### config.mk
export PLATFORM = sky130hd
export DESIGN_NAME = flash_regfile_ctl
export DESIGN_NICKNAME = d
export VERILOG_FILES = /design/src/rtl/flreg_pkg.sv /design/src/rtl/flreg_cmd_seq.sv /design/src/rtl/flreg_int_stat.sv /design/src/rtl/flash_regfile_ctl.sv
export SDC_FILE = /design/constraint.sdc
export NUM_CORES = 1
export LEC_CHECK = 0
export ABC_CLOCK_PERIOD_IN_PS = 2200
export CORE_AREA = 2 2 135 137
export CTS_CLUSTER_SIZE = 8
export DETAILED_ROUTE_END_ITERATION = 8
export DIE_AREA = 0 0 137 139
export DONT_BUFFER_PORTS = 1
export PLACE_DENSITY_LB_ADDON = 0.12
export SLEW_MARGIN = 20
export SYNTH_ARGS = -nofsm -noshare
export SYNTH_HDL_FRONTEND = slang
export SYNTH_SLANG_ARGS = --single-unit
### constraint.sdc
create_clock -name clk -period 2.2 [get_ports clk]
set_input_delay 0.22 -clock clk [delete_from_list [all_inputs] [get_ports clk]]
set_output_delay 0.22 -clock clk [all_outputs]
set_load 0.03 [all_outputs]
### src/rtl/flreg_pkg.sv
package flreg_pkg;

    typedef enum logic [2:0] {
        CLS_LOAD,
        CLS_PROG,
        CLS_ERASE,
        CLS_PROT,
        CLS_WRST,
        CLS_NOP,
        CLS_BAD
    } cmd_cls_e;

    typedef enum logic [1:0] {
        SQ_IDLE,
        SQ_ISSUE,
        SQ_WAIT
    } seq_state_e;

    // interrupt status bit positions
    localparam int IB_FLAG  = 15;
    localparam int IB_LOAD  = 7;
    localparam int IB_PROG  = 6;
    localparam int IB_ERASE = 5;

    // controller status bit positions
    localparam int SB_CMD   = 10;
    localparam int SB_ERASE = 11;
    localparam int SB_PROG  = 12;
    localparam int SB_LOAD  = 13;

    localparam logic [15:0] INT_COLD  = 16'h8080;
    localparam logic [15:0] INT_WARM  = 16'h8010;
    localparam logic [15:0] CFG1_INIT = 16'h40C0;
    localparam logic [15:0] WPS_VAL   = 16'h0002;
    localparam logic [15:0] CFG1_RMSK = 16'hFFE0;

    // register word addresses
    localparam logic [7:0] RA_SBUF = 8'h08;
    localparam logic [7:0] RA_CMD  = 8'h10;
    localparam logic [7:0] RA_CFG1 = 8'h11;
    localparam logic [7:0] RA_CFG2 = 8'h12;
    localparam logic [7:0] RA_STAT = 8'h18;
    localparam logic [7:0] RA_INT  = 8'h19;
    localparam logic [7:0] RA_WPS  = 8'h1A;

    function automatic cmd_cls_e classify(input logic [15:0] code);
        cmd_cls_e c;
        case (code)
            16'h0000, 16'h0013:                     c = CLS_LOAD;
            16'h0080, 16'h001A, 16'h001B:           c = CLS_PROG;
            16'h0094, 16'h0095, 16'h0030:           c = CLS_ERASE;
            16'h0023, 16'h0027, 16'h002A,
            16'h002C, 16'h0071, 16'h0065:           c = CLS_PROT;
            16'h00F0, 16'h00F3:                     c = CLS_WRST;
            16'h00B0:                               c = CLS_NOP;
            default:                                c = CLS_BAD;
        endcase
        return c;
    endfunction

endpackage

### src/rtl/flreg_cmd_seq.sv
module flreg_cmd_seq
    import flreg_pkg::*;
(
    input  logic       clk,
    input  logic       rst_n,
    input  logic       cmd_wr,
    input  logic [15:0] cmd_code,
    input  logic       int_pend,
    input  logic       be_done,
    input  logic       be_err,
    output logic       cmd_take,
    output logic       be_start,
    output logic       busy,
    output logic       fin,
    output cmd_cls_e   fin_cls,
    output logic       fin_err,
    output logic       wrst
);

    seq_state_e state_q, state_d;
    cmd_cls_e   cls_q, cls_in;
    logic       launch;

    assign cls_in   = classify(cmd_code);
    assign cmd_take = cmd_wr && !int_pend && (state_q == SQ_IDLE);
    assign launch   = cmd_take && (cls_in == CLS_LOAD || cls_in == CLS_PROG ||
                                   cls_in == CLS_ERASE || cls_in == CLS_PROT);

    // next state
    always_comb begin
        state_d = state_q;
        unique case (state_q)
            SQ_IDLE:  if (launch)  state_d = SQ_ISSUE;   // LAUNCH
            SQ_ISSUE:              state_d = SQ_WAIT;    // STROBE
            SQ_WAIT:  if (be_done) state_d = SQ_IDLE;    // COMPLETE
            default:               state_d = SQ_IDLE;
        endcase
    end

    // state register
    always_ff @(posedge clk or negedge rst_n) begin
        if (!rst_n) begin
            state_q <= SQ_IDLE;
            cls_q   <= CLS_NOP;
        end else begin
            state_q <= state_d;
            if (launch) cls_q <= cls_in;
        end
    end

    // outputs
    always_comb begin
        be_start = (state_q == SQ_ISSUE);
        busy     = (state_q != SQ_IDLE);
        wrst     = cmd_take && (cls_in == CLS_WRST);
        fin      = 1'b0;
        fin_cls  = CLS_BAD;
        fin_err  = 1'b0;
        if (state_q == SQ_WAIT && be_done) begin
            fin     = 1'b1;
            fin_cls = cls_q;
            fin_err = be_err;
        end else if (cmd_take && cls_in == CLS_BAD) begin
            fin     = 1'b1;
            fin_cls = CLS_BAD;
            fin_err = 1'b1;
        end
    end

    p_start_pulse_r5: assert property (@(posedge clk) disable iff (!rst_n)
        be_start |=> !be_start);

    p_busy_after_start_r5: assert property (@(posedge clk) disable iff (!rst_n)
        be_start |=> busy);

endmodule

### src/rtl/flreg_int_stat.sv
module flreg_int_stat
    import flreg_pkg::*;
(
    input  logic        clk,
    input  logic        rst_n,
    input  logic        wrst,
    input  logic        int_wr,
    input  logic [15:0] wdata,
    input  logic        fin,
    input  cmd_cls_e    fin_cls,
    input  logic        fin_err,
    output logic [15:0] int_q,
    output logic [15:0] stat_q
);

    localparam logic [15:0] ERR_MASK = (16'h1 << SB_CMD) | (16'h1 << SB_ERASE) |
                                       (16'h1 << SB_PROG) | (16'h1 << SB_LOAD);

    logic [15:0] masked, stat_base, set_i, set_s, int_d, stat_d;

    always_comb begin
        // host write-to-clear comes first
        masked    = int_wr ? (int_q & wdata) : int_q;
        stat_base = (int_wr && !masked[IB_FLAG]) ? (stat_q & ~ERR_MASK) : stat_q;
        set_i     = '0;
        set_s     = '0;
        if (fin) begin
            set_i[IB_FLAG] = 1'b1;
            if (fin_err) set_s[SB_CMD] = 1'b1;
            case (fin_cls)
                CLS_LOAD: begin
                    set_i[IB_LOAD] = 1'b1;
                    if (fin_err) set_s[SB_LOAD] = 1'b1;
                end
                CLS_PROG: begin
                    set_i[IB_PROG] = 1'b1;
                    if (fin_err) set_s[SB_PROG] = 1'b1;
                end
                CLS_ERASE: begin
                    set_i[IB_ERASE] = 1'b1;
                    if (fin_err) set_s[SB_ERASE] = 1'b1;
                end
                default: ;
            endcase
        end
        int_d  = masked | set_i;
        stat_d = stat_base | set_s;
        if (wrst) begin
            int_d  = INT_WARM;
            stat_d = '0;
        end
    end

    always_ff @(posedge clk or negedge rst_n) begin
        if (!rst_n) begin
            int_q  <= INT_COLD;
            stat_q <= '0;
        end else begin
            int_q  <= int_d;
            stat_q <= stat_d;
        end
    end

    p_err_needs_flag_r4: assert property (@(posedge clk) disable iff (!rst_n)
        (stat_q[SB_LOAD:SB_CMD] != 4'h0) |-> int_q[IB_FLAG]);

    p_fin_sets_flag_r6: assert property (@(posedge clk) disable iff (!rst_n)
        fin |=> int_q[IB_FLAG]);

endmodule

### src/rtl/flash_regfile_ctl.sv
module flash_regfile_ctl
    import flreg_pkg::*;
#(
    parameter int ADDR_W    = 8,
    parameter int NUM_SADDR = 8,
    parameter int CNT_W     = 2,
    parameter int BUF_W     = 4
) (
    input  logic                    clk,
    input  logic                    rst_n,
    input  logic                    bus_vld,
    input  logic                    bus_wr,
    input  logic [ADDR_W-1:0]       bus_addr,
    input  logic [15:0]             bus_wdata,
    output logic                    rd_vld,
    output logic [15:0]             rd_data,
    output logic                    be_start,
    output logic [15:0]             be_cmd,
    output logic [CNT_W:0]          be_count,
    output logic [BUF_W-1:0]        be_buf,
    output logic [NUM_SADDR*16-1:0] be_saddr,
    input  logic                    be_done,
    input  logic                    be_err,
    output logic                    cmd_busy,
    output logic                    host_irq,
    output logic                    host_rdy
);

    localparam int CNT_MAX = 1 << CNT_W;

    logic wr_req, rd_req;
    logic we_cmd, we_cfg1, we_cfg2, we_sbuf, we_int;
    logic [15:0] saddr_q [NUM_SADDR];
    logic [15:0] cmd_q, cfg1_q, cfg2_q;
    logic [BUF_W-1:0] sbuf_addr_q;
    logic [CNT_W:0]   sbuf_cnt_q, cnt_d, cnt_m1;
    logic rdy_q, rd_vld_q;
    logic [15:0] rd_data_q, rd_mux;
    logic [15:0] int_q, stat_q;

    logic cmd_take, busy, fin, fin_err, wrst;
    cmd_cls_e fin_cls;

    assign wr_req  = bus_vld && bus_wr;
    assign rd_req  = bus_vld && !bus_wr;
    assign we_cmd  = wr_req && (bus_addr == ADDR_W'(RA_CMD));
    assign we_cfg1 = wr_req && (bus_addr == ADDR_W'(RA_CFG1));
    assign we_cfg2 = wr_req && (bus_addr == ADDR_W'(RA_CFG2));
    assign we_sbuf = wr_req && (bus_addr == ADDR_W'(RA_SBUF));
    assign we_int  = wr_req && (bus_addr == ADDR_W'(RA_INT));

    flreg_cmd_seq u_seq (
        .clk      (clk),
        .rst_n    (rst_n),
        .cmd_wr   (we_cmd),
        .cmd_code (bus_wdata),
        .int_pend (int_q[IB_FLAG]),
        .be_done  (be_done),
        .be_err   (be_err),
        .cmd_take (cmd_take),
        .be_start (be_start),
        .busy     (busy),
        .fin      (fin),
        .fin_cls  (fin_cls),
        .fin_err  (fin_err),
        .wrst     (wrst)
    );

    flreg_int_stat u_ist (
        .clk     (clk),
        .rst_n   (rst_n),
        .wrst    (wrst),
        .int_wr  (we_int),
        .wdata   (bus_wdata),
        .fin     (fin),
        .fin_cls (fin_cls),
        .fin_err (fin_err),
        .int_q   (int_q),
        .stat_q  (stat_q)
    );

    // start-address words
    for (genvar g = 0; g < NUM_SADDR; g++) begin : g_saddr
        always_ff @(posedge clk or negedge rst_n) begin
            if (!rst_n)
                saddr_q[g] <= '0;
            else if (wrst)
                saddr_q[g] <= '0;
            else if (wr_req && bus_addr == ADDR_W'(g))
                saddr_q[g] <= bus_wdata;
        end
        assign be_saddr[g*16 +: 16] = saddr_q[g];
    end

    // start-buffer count decode: 0 selects the maximum
    assign cnt_d  = (bus_wdata[CNT_W-1:0] == '0) ? (CNT_W+1)'(CNT_MAX)
                                                : {1'b0, bus_wdata[CNT_W-1:0]};
    assign cnt_m1 = sbuf_cnt_q - (CNT_W+1)'(1);

    always_ff @(posedge clk or negedge rst_n) begin
        if (!rst_n) begin
            cmd_q       <= '0;
            cfg1_q      <= CFG1_INIT;
            cfg2_q      <= '0;
            rdy_q       <= 1'b1;
            sbuf_addr_q <= '0;
            sbuf_cnt_q  <= (CNT_W+1)'(1);
        end else if (wrst) begin
            cmd_q       <= '0;
            cfg1_q      <= CFG1_INIT;
            cfg2_q      <= '0;
            rdy_q       <= 1'b1;
            sbuf_addr_q <= '0;
            sbuf_cnt_q  <= (CNT_W+1)'(1);
        end else begin
            if (cmd_take) cmd_q <= bus_wdata;
            if (we_cfg1) begin
                cfg1_q <= bus_wdata;
                rdy_q  <= bus_wdata[7];
            end
            if (we_cfg2) cfg2_q <= bus_wdata;
            if (we_sbuf) begin
                sbuf_addr_q <= bus_wdata[8 +: BUF_W];
                sbuf_cnt_q  <= cnt_d;
            end
        end
    end

    // read path
    always_comb begin
        rd_mux = '0;
        for (int i = 0; i < NUM_SADDR; i++)
            if (bus_addr == ADDR_W'(i)) rd_mux = saddr_q[i];
        if (bus_addr == ADDR_W'(RA_SBUF))
            rd_mux = (16'(sbuf_addr_q) << 8) | 16'(cnt_m1[CNT_W-1:0]);
        if (bus_addr == ADDR_W'(RA_CMD))  rd_mux = cmd_q;
        if (bus_addr == ADDR_W'(RA_CFG1)) rd_mux = cfg1_q & CFG1_RMSK;
        if (bus_addr == ADDR_W'(RA_CFG2)) rd_mux = cfg2_q;
        if (bus_addr == ADDR_W'(RA_STAT)) rd_mux = stat_q;
        if (bus_addr == ADDR_W'(RA_INT))  rd_mux = int_q;
        if (bus_addr == ADDR_W'(RA_WPS))  rd_mux = WPS_VAL;
    end

    always_ff @(posedge clk or negedge rst_n) begin
        if (!rst_n) begin
            rd_vld_q  <= 1'b0;
            rd_data_q <= '0;
        end else begin
            rd_vld_q <= rd_req;
            if (rd_req) rd_data_q <= rd_mux;
        end
    end

    assign rd_vld   = rd_vld_q;
    assign rd_data  = rd_data_q;
    assign be_cmd   = cmd_q;
    assign be_count = sbuf_cnt_q;
    assign be_buf   = sbuf_addr_q;
    assign cmd_busy = busy;
    assign host_rdy = rdy_q;
    assign host_irq = int_q[IB_FLAG] ^ ~cfg1_q[6];

    p_cmd_gate_r3: assert property (@(posedge clk) disable iff (!rst_n)
        (we_cmd && (int_q[IB_FLAG] || busy)) |=> $stable(cmd_q));

    p_rdy_follow_r10: assert property (@(posedge clk) disable iff (!rst_n)
        we_cfg1 |=> (host_rdy == $past(bus_wdata[7])));

endmodule

==> results.py <==
metrics = {
    "sta": {
        "maxSlewHeadroom": 0.501,
        "max_freq_mhz": 460,
        "setup-violations-final": 0,
        "setup_slack_ns": 0.0276,
        "worst_clock_skew_ns": 0.00965,
        "fin_crit_ns": 2.17,
        "slew_violations": 0,
        "whs_ns": -0.633,
        "rsz0062_at_grt": "false",
        "finalCritPeriodShare": 0.987,
        "worstMarginPinSlew_ns": 0.745,
        "hold_viol_final": 220,
    },
    "setup_path": {
        "critPathRequiredTime_ns": 2.62,
        "ff2ff_path_depth": 7,
        "worst-path-max-fanout": 110,
        "timing.rr.end": "be_saddr[83]$_DFFE_PN0P_",
        "rrSetupSlack_ns": 0.03,
        "r2r-start": "u_seq.state_q[0]$_DFFE_PN0P_",
        "end_kind": "flip-flop",
        "cp-start-kind": "flip-flop",
        "cp.arrival_ns": 2.59,
        "critical_path_class": "flip-flop to flip-flop",
    },
    "placed_design": {
        "io_buffers": 0,
        "postPlaceCellArea_mm2": 0.0117,
        "place_congestion": 0.919,
        "dpl.hpwl_um": 26200,
        "place_ws_ns": -0.0400,
    },
    "synth": {
        "yosys_register_bits": 220,
        "synthAdderAreaFrac": 0,
        "synth_edf_count": 0,
        "synth.cell_area_mm2": 0.0111,
        "ys_types": 74,
        "synth-async-reset-ratio": 1.00,
        "synthFlopType": "dfrtp_1",
        "synthCells": 1295,
        "synth-xor-area-share": 0.00316,
        "ys_seq_area_frac": 0.497,
        "synth_top_family_by_area": "simple AND/OR/NAND/NOR gates",
        "synth.net_count": 1325,
        "synth_compound_area_frac": 0.152,
        "synth.mux.area_fraction": 0.0378,
        "yosys.area_share.simple": 0.263,
        "yosys_warnings": 0,
        "avgSynthCellArea_um2": 8.57,
    },
    "job": {
        "cap_violations": 0,
    },
    "routing": {
        "wl_per_cell_um": 25.6,
        "wl_met3_um": 5670,
        "dr.pass1.iters": 5,
        "drt_wl_total_um": 40600,
        "ant_nets": 0,
        "drtIter0Drc": 1436,
        "wl_met2_um": 18600,
        "routed.top_layer": "met4",
        "met1_length_um": 14700,
        "vias": 10800,
        "drc": 0,
        "viasPerCell": 6.82,
    },
    "die": {
        "die_h_um": 139,
        "die_w_um": 137,
        "dieArea_mm2": 0.0190,
        "rows": 49,
        "core_area_mm2": 0.0177,
        "ioPinCount": 202,
        "initial_core_util": 0.628,
    },
    "grt": {
        "grt_pass1_vias": 10600,
        "grt_overflow": 0,
        "grt_max_degree": 221,
        "antenna_found_initial": 2,
        "grt_util_all_layers": 0.428,
        "grt_pass1_wl_um": 62600,
    },
    "clocking": {
        "cts.reportedPaths.clkPinSlew_ns": 0.05,
        "clock_path_buffers": 3,
        "insertion_delay_ns": 0.55,
        "cts_tree": "built",
        "numCtsBuffers": 31,
        "cts_root_buf": "clkbuf_16",
        "postCtsHoldBufs": 24,
        "h-tree-depth": 1,
        "cts.sinks": 220,
    },
    "finish": {
        "layout-drive-gt1-share": 0.132,
        "syn_to_final_growth_pct": 15.4,
        "final_core_utilization": 0.725,
        "layout_common_cells": "nand2_1 (380), dfrtp_1 (212), nand3_1 (128)",
        "final_common_cell": "nand2_1",
        "nets": 1376,
        "fin_area_mm2": 0.0128,
    },
    "pwr": {
        "leakage_nw": 6.09,
        "total_power_mw": 9.17,
        "powerDensity_mw_per_mm2": 716,
        "ir_drop_uv": 690,
    },
    "outcome": {
        "violations": "hold timing",
        "status": "finished with violations",
    },
    "worst_hold_path": {
        "hold_path_class": "input port to async pin",
    },
}
## metal layers
metal | up-vias | track usage
met5 | - | 0
met4 | 0 | 0.153
met3 | 145 | 0.138
met2 | 751 | 0.652
met1 | 5331 | 0.578
li1 | 4594 | -
## report_power, final
group / internal [mW] / switching [mW] / total (mW)
clock: 2.52 / 1.70 / 4.22
sequential: 4.16 / 0.255 / 4.41
combinational: 0.207 / 0.333 / 0.540
## cell usage after synthesis, drive strengths merged, types with 8 or more instances
cell type	count	share of area
a22oi	11	0.0074
o21ai	73	0.033
buf	43	0.022
o211ai	9	0.0061
inv	13	0.0044
nor3	21	0.012
a31oi	9	0.0051
nor2	57	0.022
clkbuf	62	0.021
nand2	380	0.13
dfrtp	212	0.48
mux2i	16	0.014
mux4	8	0.016
o22ai	13	0.0073
nand3	130	0.060
a21oi	94	0.042
o31ai	8	0.0054
dfstp	8	0.019
## cell families (layout without fill, tap and decap cells)
kind of cell,count (synthesis),after routing
AOI/OAI and AO/OA,273,273
xor gates and xnor gates,4,4
buffers and inverters,118,179
DFF,220,220
muxes,31,31
other,0,2
and+or+nand+nor,649,649
## layout make-up
cell class              instances  area (µm²)
fillers                      1353        4850
repair buffers                123        1030
multi-input cells             957        5100
clock inverters                 1        5.00
well taps                     229         287
flip-flops and latches        220        5520
inverters                      13        48.8
diodes                          2        5.00
clock buffers                  42         817
## how the worst max path moves through the flow
| stage | start | cells after the start | end | slack [ns] |
|---|---|---|---|---|
| 2_1_floorplan | bus_wdata[7] | 9 | be_saddr[76]$_DFFE_PN0P_ | 0.26 |
| 3_3_place_gp | bus_addr[4] | 7 | rd_data[7]$_DFFE_PN0P_ | -0.01 |
| 3_5_place_dp | bus_addr[4] | 7 | rd_data[7]$_DFFE_PN0P_ | -0.04 |
| 4_1_cts | bus_wdata[0] | 8 | u_seq.cls_q[1]$_DFFE_PN0P_ | 0.02 |
| 5_1_grt | u_seq.state_q[0]$_DFFE_PN0P_ | 7 | be_saddr[35]$_DFFE_PN0P_ | 0.03 |
| 6_report | u_seq.state_q[0]$_DFFE_PN0P_ | 7 | be_saddr[83]$_DFFE_PN0P_ | 0.03 |
## worst max-delay path, stage by stage (launching register included)
cell and delay [ns]:
dfrtp_1 0.41, nor3_2 0.28, nand4_1 0.25, nor3_2 0.25, o2111ai_4 0.15, buf_12 0.23, nand3_1 0.20, o21ai_0 0.11
## metrics by stage
stage                     hold WS (ns)  TNS, ns  cells
final                           -0.633        0   1587
after global routing            -0.636        0   1586
after CTS                       -0.630        0   1585
after detailed placement       -0.0701  -0.0400   1518
after global placement         -0.0690  -0.0140   1518
after floorplan                -0.0756        0   1295
## timing repair
item | 4_1_cts | 5_1_grt
pin swaps | 0 | 1
endpoints found under the setup margin | 3 | 168
gates resized for setup | 1 | 3
setup buffers | 0 | 0
hold endpoints to repair | 407 | 220
## flip-flops by register name, indices dropped and copies added (netlist names), 3 cells and up
signal / cells
rd_data: 16
u_seq.cls_q: 3
be_count: 3
be_cmd: 16
cfg2_q: 16
be_buf: 4
cfg1_q: 10
u_ist.stat_q: 4
be_saddr: 128
u_ist.int_q: 16
(Power assumes the default switching activity.)
